### config.mk
export PLATFORM = sky130hd
export DESIGN_NAME = wdt_key_window
export DESIGN_NICKNAME = d
export VERILOG_FILES = /design/src/rtl/wdt_pkg.sv /design/src/rtl/wdt_timebase.sv /design/src/rtl/wdt_key_seq.sv /design/src/rtl/wdt_key_window.sv
export SDC_FILE = /design/constraint.sdc
export NUM_CORES = 1
export LEC_CHECK = 0
export BUFFER_PORTS_ARGS = -buffer_cell sky130_fd_sc_hd__clkbuf_2
export CORE_AREA = 2 2 69 71
export DETAILED_ROUTE_END_ITERATION = 6
export DIE_AREA = 0 0 71 73
export GPL_TIMING_DRIVEN = 0
export PLACE_DENSITY = 0.67
export SLEW_MARGIN = 20
export SYNTH_ARGS = -nofsm -noshare
export SYNTH_HDL_FRONTEND = slang
export SYNTH_SLANG_ARGS = --single-unit
### constraint.sdc
create_clock -name clk_i -period 2.8 [get_ports clk_i]
set_clock_uncertainty 0.05 [all_clocks]
set_input_delay 0.14 -clock clk_i [delete_from_list [all_inputs] [get_ports clk_i]]
set_output_delay 0.14 -clock clk_i [all_outputs]
set_load 0.03 [all_outputs]
### src/rtl/wdt_pkg.sv
package wdt_pkg;
  localparam int unsigned RATE_W = 3;
  localparam int unsigned NUM_RATES = 1 << RATE_W;
  localparam logic [7:0] KEY_FIRST = 8'h55;
  localparam logic [7:0] KEY_SECOND = 8'hAA;

  typedef enum logic {
    KEY_IDLE  = 1'b0,
    KEY_ARMED = 1'b1
  } key_state_e;

  typedef struct packed {
    logic first;
    logic second;
    logic other;
  } key_dec_t;

  function automatic key_dec_t decode_key(input logic [7:0] data);
    key_dec_t d;
    d.first  = (data == KEY_FIRST);
    d.second = (data == KEY_SECOND);
    d.other  = !(d.first || d.second);
    return d;
  endfunction
endpackage

### src/rtl/wdt_timebase.sv
module wdt_timebase
  import wdt_pkg::*;
#(
  parameter int unsigned BASE_EXP = 9,
  parameter int unsigned CNT_W    = BASE_EXP + 2 * (NUM_RATES - 1)
) (
  input  logic              clk_i,
  input  logic              rst_ni,
  input  logic [RATE_W-1:0] rate_sel_i,
  input  logic              clear_i,
  output logic              enabled_o,
  output logic              expire_o,
  output logic              win_open_o,
  output logic [CNT_W-1:0]  cnt_o
);
  logic [CNT_W-1:0] period_m1 [NUM_RATES];
  logic [CNT_W-1:0] win_start [NUM_RATES];
  logic [CNT_W-1:0] cnt_q, cnt_d;

  // per-code period and window thresholds, built at elaboration
  assign period_m1[0] = '0;
  assign win_start[0] = '0;
  for (genvar g = 1; g < NUM_RATES; g++) begin : g_rate
    localparam int unsigned SH = BASE_EXP + 2 * g;
    localparam logic [CNT_W:0] PER = (CNT_W + 1)'(1) << SH;
    localparam logic [CNT_W:0] PM1 = PER - (CNT_W + 1)'(1);
    localparam logic [CNT_W:0] WST = PER - (PER >> 2);
    assign period_m1[g] = PM1[CNT_W-1:0];
    assign win_start[g] = WST[CNT_W-1:0];
  end

  assign enabled_o  = (rate_sel_i != '0);
  assign expire_o   = enabled_o && (cnt_q >= period_m1[rate_sel_i]);
  assign win_open_o = (cnt_q >= win_start[rate_sel_i]);
  assign cnt_o      = cnt_q;

  always_comb begin
    if (!enabled_o || clear_i) cnt_d = '0;
    else                       cnt_d = cnt_q + CNT_W'(1);
  end

  always_ff @(posedge clk_i or negedge rst_ni) begin
    if (!rst_ni) cnt_q <= '0;
    else         cnt_q <= cnt_d;
  end

  p_disabled_holds_zero_r2: assert property (@(posedge clk_i) disable iff (!rst_ni)
    !enabled_o |=> (cnt_q == '0));

  p_clear_zeroes_count_r3: assert property (@(posedge clk_i) disable iff (!rst_ni)
    clear_i |=> (cnt_q == '0));
endmodule

### src/rtl/wdt_key_seq.sv
module wdt_key_seq
  import wdt_pkg::*;
(
  input  logic       clk_i,
  input  logic       rst_ni,
  input  logic       wr_en_i,
  input  logic [7:0] wr_data_i,
  input  logic       enabled_i,
  input  logic       clear_i,
  output logic       service_o,
  output logic       restart_o,
  output logic       bad_key_o,
  output logic       armed_o
);
  key_state_e state_q, state_d;
  key_dec_t   dec;
  logic       wr_act;

  assign dec       = decode_key(wr_data_i);
  assign wr_act    = wr_en_i && enabled_i;
  assign armed_o   = (state_q == KEY_ARMED);
  assign service_o = wr_act;
  assign restart_o = wr_act && dec.second && armed_o;
  // stray 0xAA or any foreign byte
  assign bad_key_o = wr_act && (dec.other || (dec.second && !armed_o));

  always_comb begin
    state_d = state_q;
    if (clear_i || !enabled_i)  state_d = KEY_IDLE;
    else if (wr_act && dec.first) state_d = KEY_ARMED;
    else if (restart_o)           state_d = KEY_IDLE;
  end

  always_ff @(posedge clk_i or negedge rst_ni) begin
    if (!rst_ni) state_q <= KEY_IDLE;
    else         state_q <= state_d;
  end

  p_first_key_arms_r4: assert property (@(posedge clk_i) disable iff (!rst_ni)
    (wr_act && dec.first && !clear_i) |=> armed_o);

  p_restart_disarms_r3: assert property (@(posedge clk_i) disable iff (!rst_ni)
    restart_o |=> !armed_o);
endmodule

### src/rtl/wdt_key_window.sv
module wdt_key_window
  import wdt_pkg::*;
#(
  parameter int unsigned BASE_EXP = 9
) (
  input  logic              clk_i,
  input  logic              rst_ni,
  input  logic              wr_en_i,
  input  logic [7:0]        wr_data_i,
  input  logic [RATE_W-1:0] rate_sel_i,
  input  logic              win_en_i,
  output logic              rst_req_o
);
  localparam int unsigned CNT_W = BASE_EXP + 2 * (NUM_RATES - 1);

  logic             enabled, expire, win_open;
  logic [CNT_W-1:0] cnt;
  logic             service, restart, bad_key, armed;
  logic             early, fault, cnt_clear;
  logic             rst_req_q;

  // restart beats expiry in the last cycle of the period
  assign early     = win_en_i && service && !win_open;
  assign fault     = enabled && (bad_key || early || (expire && !restart));
  assign cnt_clear = fault || restart;

  wdt_timebase #(
    .BASE_EXP(BASE_EXP),
    .CNT_W   (CNT_W)
  ) u_timebase (
    .clk_i     (clk_i),
    .rst_ni    (rst_ni),
    .rate_sel_i(rate_sel_i),
    .clear_i   (cnt_clear),
    .enabled_o (enabled),
    .expire_o  (expire),
    .win_open_o(win_open),
    .cnt_o     (cnt)
  );

  wdt_key_seq u_key_seq (
    .clk_i    (clk_i),
    .rst_ni   (rst_ni),
    .wr_en_i  (wr_en_i),
    .wr_data_i(wr_data_i),
    .enabled_i(enabled),
    .clear_i  (fault),
    .service_o(service),
    .restart_o(restart),
    .bad_key_o(bad_key),
    .armed_o  (armed)
  );

  always_ff @(posedge clk_i or negedge rst_ni) begin
    if (!rst_ni) rst_req_q <= 1'b0;
    else         rst_req_q <= fault;
  end

  assign rst_req_o = rst_req_q;

  p_idle_on_request_r9: assert property (@(posedge clk_i) disable iff (!rst_ni)
    rst_req_o |-> ((cnt == '0) && !armed));

  p_single_pulse_r9: assert property (@(posedge clk_i) disable iff (!rst_ni)
    (rst_req_o && !(wr_en_i && enabled)) |=> !rst_req_o);

  p_disabled_quiet_r2: assert property (@(posedge clk_i) disable iff (!rst_ni)
    !enabled |=> !rst_req_o);

  p_foreign_byte_r6: assert property (@(posedge clk_i) disable iff (!rst_ni)
    (enabled && wr_en_i && wr_data_i != KEY_FIRST && wr_data_i != KEY_SECOND)
      |=> rst_req_o);

  p_expiry_r1: assert property (@(posedge clk_i) disable iff (!rst_ni)
    (expire && !restart) |=> rst_req_o);

  p_restart_no_req_r8: assert property (@(posedge clk_i) disable iff (!rst_ni)
    (restart && !early) |=> !rst_req_o);
endmodule

==> reports/summary.md <==
The top cell family by delay on the critical path was simple AND/OR/NAND/NOR gates. The first global-routing pass estimated 7.90 mm of wire. The repair_antennas step left the layout with diodes totalling 0. The number of antenna violations at the first check in global routing came out at 0.

Data on the critical path is required at its endpoint by 2930 ps. Setup repair after global routing left no endpoint under its margin. By area the synthesized netlist is led by sky130_fd_sc_hd__dfrtp_1 29%, sky130_fd_sc_hd__ha_1 15%, sky130_fd_sc_hd__nor4_2 12%.

The total via count in the routed design was 1760; the final cycle utilization of the critical path was 0.960. In this design, the stage delay of the slowest critical-path cell is 460 ps. Number of fill cells in the layout: 412. The horizontal die dimension was 71 um; the minimum clock period after layout was 2690 ps. The tightest min-delay check is of the input pin to register type.

Detailed placement finished with a half-perimeter wire length of 3.57 mm. TritonCTS built the clock tree. The post-synthesis net count was 265.

The number of gates resized after CTS was 0. Of all nets on the critical path, the largest fanout is 10. The clock passes through at most 2 buffers. The number of buffers and inverters on the critical path is 1.

Count of H-tree levels built during CTS: 1. During placement, the flow inserted port buffers numbering 13. The portion of synthesized cell area occupied by the leading cell type is 0.291. The portion of the post-synthesis area used by sequential elements was 0.291. Dividing the detail-routed wire length by the instance count gives 15.4 um. The critical path is of the register to register type. The number of global-route vias before repair is 1677. The share of final-layout standard cells stronger than drive strength 1 came out at 0.182. Entering global routing, the biggest net connects 26 pins.

The initial standard-cell utilization of the core is 0.474, and the clock-pin slew reported for the worst setup and hold paths after clock tree synthesis is 90 ps. The slew at the pin closest to its max-slew limit is 676 ps. The yosys synthesis warning count is 0.

The layout overhead on the synthesized area is 8.90%. The clock latency on the worst-skew pair came out at 270 ps. Cell type with the highest aggregate area in the netlist: sky130_fd_sc_hd__dfrtp_1. The run gives 0.214 mW as the net switching power.

Across the VDD grid, the largest voltage drop is 0.219 mV. With fillers left out, the area of the finished cells amounts to 0.00234 mm2. At the placement stage, the worst setup path has a slack of -108 ps.

The run gives 4.55 mm as the total routed wirelength. The worst setup path is launched from a register. Yosys mapped the design onto 40 distinct sky130hd cell types. The combinational group share of total power is 0.189, and the via density per instance is 5.95. Max-cap violations in this run came to 0.

Timing would allow up to 0.372 GHz. The async set-reset flop share out of synthesis is 1.00, and the aggregate global-route resource usage is 0.191. The core region is 0.00454 mm2. Final-stage net count: 284. Once layout is complete, the cells apart from fillers number 296.

After detailed placement, the total cell area comes to 0.00228 mm2. Traced cell by cell, the critical path runs through ha_1 > or4b_1 > nor4_1 > a2111oi_0 > o311a_4 > buf_6 > nor4_2. The count of flip-flops with a built-in enable after synthesis is 0, and the top-level I/O count is 16. By instance count, the leading cell after synthesis is sky130_fd_sc_hd__ha_1.

The synthesized netlist cell count was 224. Main flop type after synthesis: sky130_fd_sc_hd__dfrtp_1. The number of detailed-route iterations in the first pass was 4. For this run, design rule violations remaining after detail routing come to 0. The number of cell rows was 25.

The clock network fraction of design power is 0.301, and the total clock buffers created by CTS is 3. After the first detailed-routing iteration, the DRC count stood at 64. The synthesized design contains 25 register bits. The max-slew violation count was 0; the internal power component was 0.521 mW.

The CTS root buffer was sky130_fd_sc_hd__clkbuf_8. The post-synthesis instance area is 0.00215 mm2, and the relative slew slack is 0.550. The flow ran to the end, and the final reports show no timing, DRC or antenna violations. At the worst endpoint, the arrival time is 2820 ps. In this run the remaining antenna-violating nets after routing total 0.

Mean instance size in the synthesized netlist: 9.61 um2. Number of sinks driven by the clock tree: 25. The logs give 0 for the number of failing hold endpoints at the final stage and 0.793 for the final weighted congestion of routability-driven global placement.

The worst setup path is captured at a register. For this design the ratio of total power to cell area is 313 mW/mm2. The fraction of power spent switching nets is 0.291. Overall die height: 73 um.

The share of the core filled with cells was 0.517. The floorplan step defined a die boundary enclosing 0.00518 mm2. Setup slack on the critical path of the routed design comes to 111 ps. The post-placement cell count came out at 291. By count the netlist is led by 26 x sky130_fd_sc_hd__ha_1, 25 x sky130_fd_sc_hd__dfrtp_1, 20 x sky130_fd_sc_hd__nor4_2. Setup violations remaining at the end of the flow were counted as 0. The sequential share of power came out at 0.510. The total overflow left after global routing is 0.

The leakage power summed over all cells came out at 0.981 nW. For this design, the slowest cell found on the critical path is sky130_fd_sc_hd__dfrtp_1.
## metal layers
layer,vias up,wire (um),part of all wire,GRT usage
li1,889,-,-,-
met1,845,2250,0.49,0.272
met2,21,2100,0.46,0.309
met3,5,135,0.030,0.0166
met4,0,58,0.013,0.0608
met5,-,0,0,0
## cell families (layout without fill, tap and decap cells)
group / after synthesis / count (layout) / share of synthesized area
and+or+nand+nor: 106 / 106 / 0.345
AOI/OAI and AO/OA: 27 / 27 / 0.0866
adders and majority gates: 26 / 26 / 0.151
DFF: 25 / 25 / 0.291
xor gates and xnor gates: 21 / 21 / 0.0855
buffers and inverters: 19 / 37 / 0.0413
## registers in the layout, summed over array words and instances (netlist names)
register	flops
u_timebase.cnt_o	23
rst_req_o	1
u_key_seq.armed_o	1
## cell type report
class,instances,area [um2],share of cell area
Buffer,11,58.8,0.0251
Timing Repair Buffer,14,75.1,0.0320
Tap cell,54,67.6,0.0288
Clock inverter,1,7.51,0.00320
Multi-Input combinational cell,180,1440,0.613
Clock buffer,3,41.3,0.0176
Sequential cell,25,626,0.267
Inverter,8,30.0,0.0128
## power groups by stage
stage          registers [mW]  clock network, mW  logic (mW)
4_1_cts                 0.374              0.226       0.140
3_3_place_gp            0.381                  0       0.136
6_report                0.374              0.221       0.139
2_1_floorplan           0.383                  0      0.0936
5_1_grt                 0.376              0.246       0.155
3_5_place_dp            0.381                  0       0.138
## worst paths after layout
| kind | slack (ps) | from | to | cells after the start |
|---|---|---|---|---|
| worst max-delay path | 110 | u_timebase.cnt_o[13] | u_timebase.cnt_o[10] | 7 |
| worst min-delay path | 260 | wr_data_i[5] | u_key_seq.armed_o | 6 |
| worst max register to register | 110 | u_timebase.cnt_o[13] | u_timebase.cnt_o[10] | 7 |
| worst min register to register | 510 | u_timebase.cnt_o[0] | u_timebase.cnt_o[0] | 1 |
| max in group asynchronous | 1940 | rst_ni | u_timebase.cnt_o[18] | 2 |
| min in group asynchronous | 360 | rst_ni | u_timebase.cnt_o[7] | 2 |
## cell usage in the layout (no fill, tap or decap), types with 2 or more instances in the layout
cell	instances
sky130_fd_sc_hd__xor2_1	10
sky130_fd_sc_hd__xnor2_1	11
sky130_fd_sc_hd__nor4_1	6
sky130_fd_sc_hd__nor2_1	12
sky130_fd_sc_hd__nor4bb_1	4
sky130_fd_sc_hd__nand2_1	13
sky130_fd_sc_hd__inv_1	8
sky130_fd_sc_hd__clkbuf_8	3
sky130_fd_sc_hd__or4b_1	3
sky130_fd_sc_hd__nand2b_1	3
sky130_fd_sc_hd__or3_1	4
sky130_fd_sc_hd__nor4_2	20
sky130_fd_sc_hd__nor3_1	5
sky130_fd_sc_hd__clkbuf_1	6
sky130_fd_sc_hd__nand3_1	14
sky130_fd_sc_hd__buf_6	2
sky130_fd_sc_hd__dfrtp_1	25
sky130_fd_sc_hd__and4_1	2
sky130_fd_sc_hd__or2_2	2
sky130_fd_sc_hd__and3_1	4
sky130_fd_sc_hd__o21ai_0	6
sky130_fd_sc_hd__buf_2	2
sky130_fd_sc_hd__a211oi_1	2
sky130_fd_sc_hd__a21oi_1	8
sky130_fd_sc_hd__ha_1	26
sky130_fd_sc_hd__clkbuf_2	13
sky130_fd_sc_hd__o21a_1	2
sky130_fd_sc_hd__nand4_1	10
## metrics by stage
step	setup TNS (ps)	hold WS, ps	total power [mW]
floorplan	0	-206	0.476
global placement	-2190	137	0.517
detailed placement	-1790	142	0.519
CTS	0	270	0.740
global route	0	283	0.777
finish	0	264	0.734
## repair_timing
item	in CTS	in global routing
endpoints found under the hold margin	25	0
hold buffers	1	0
buffers inserted	0	0
## worst register-to-register path, stage by stage (launching register included)
cell                        delay [ps]
sky130_fd_sc_hd__dfrtp_1           460
sky130_fd_sc_hd__ha_1              330
sky130_fd_sc_hd__or4b_1            430
sky130_fd_sc_hd__nor4_1            350
sky130_fd_sc_hd__a2111oi_0         150
sky130_fd_sc_hd__o311a_4           380
sky130_fd_sc_hd__buf_6             170
sky130_fd_sc_hd__nor4_2            270
No activity file was read; power rests on OpenSTA's default activity.
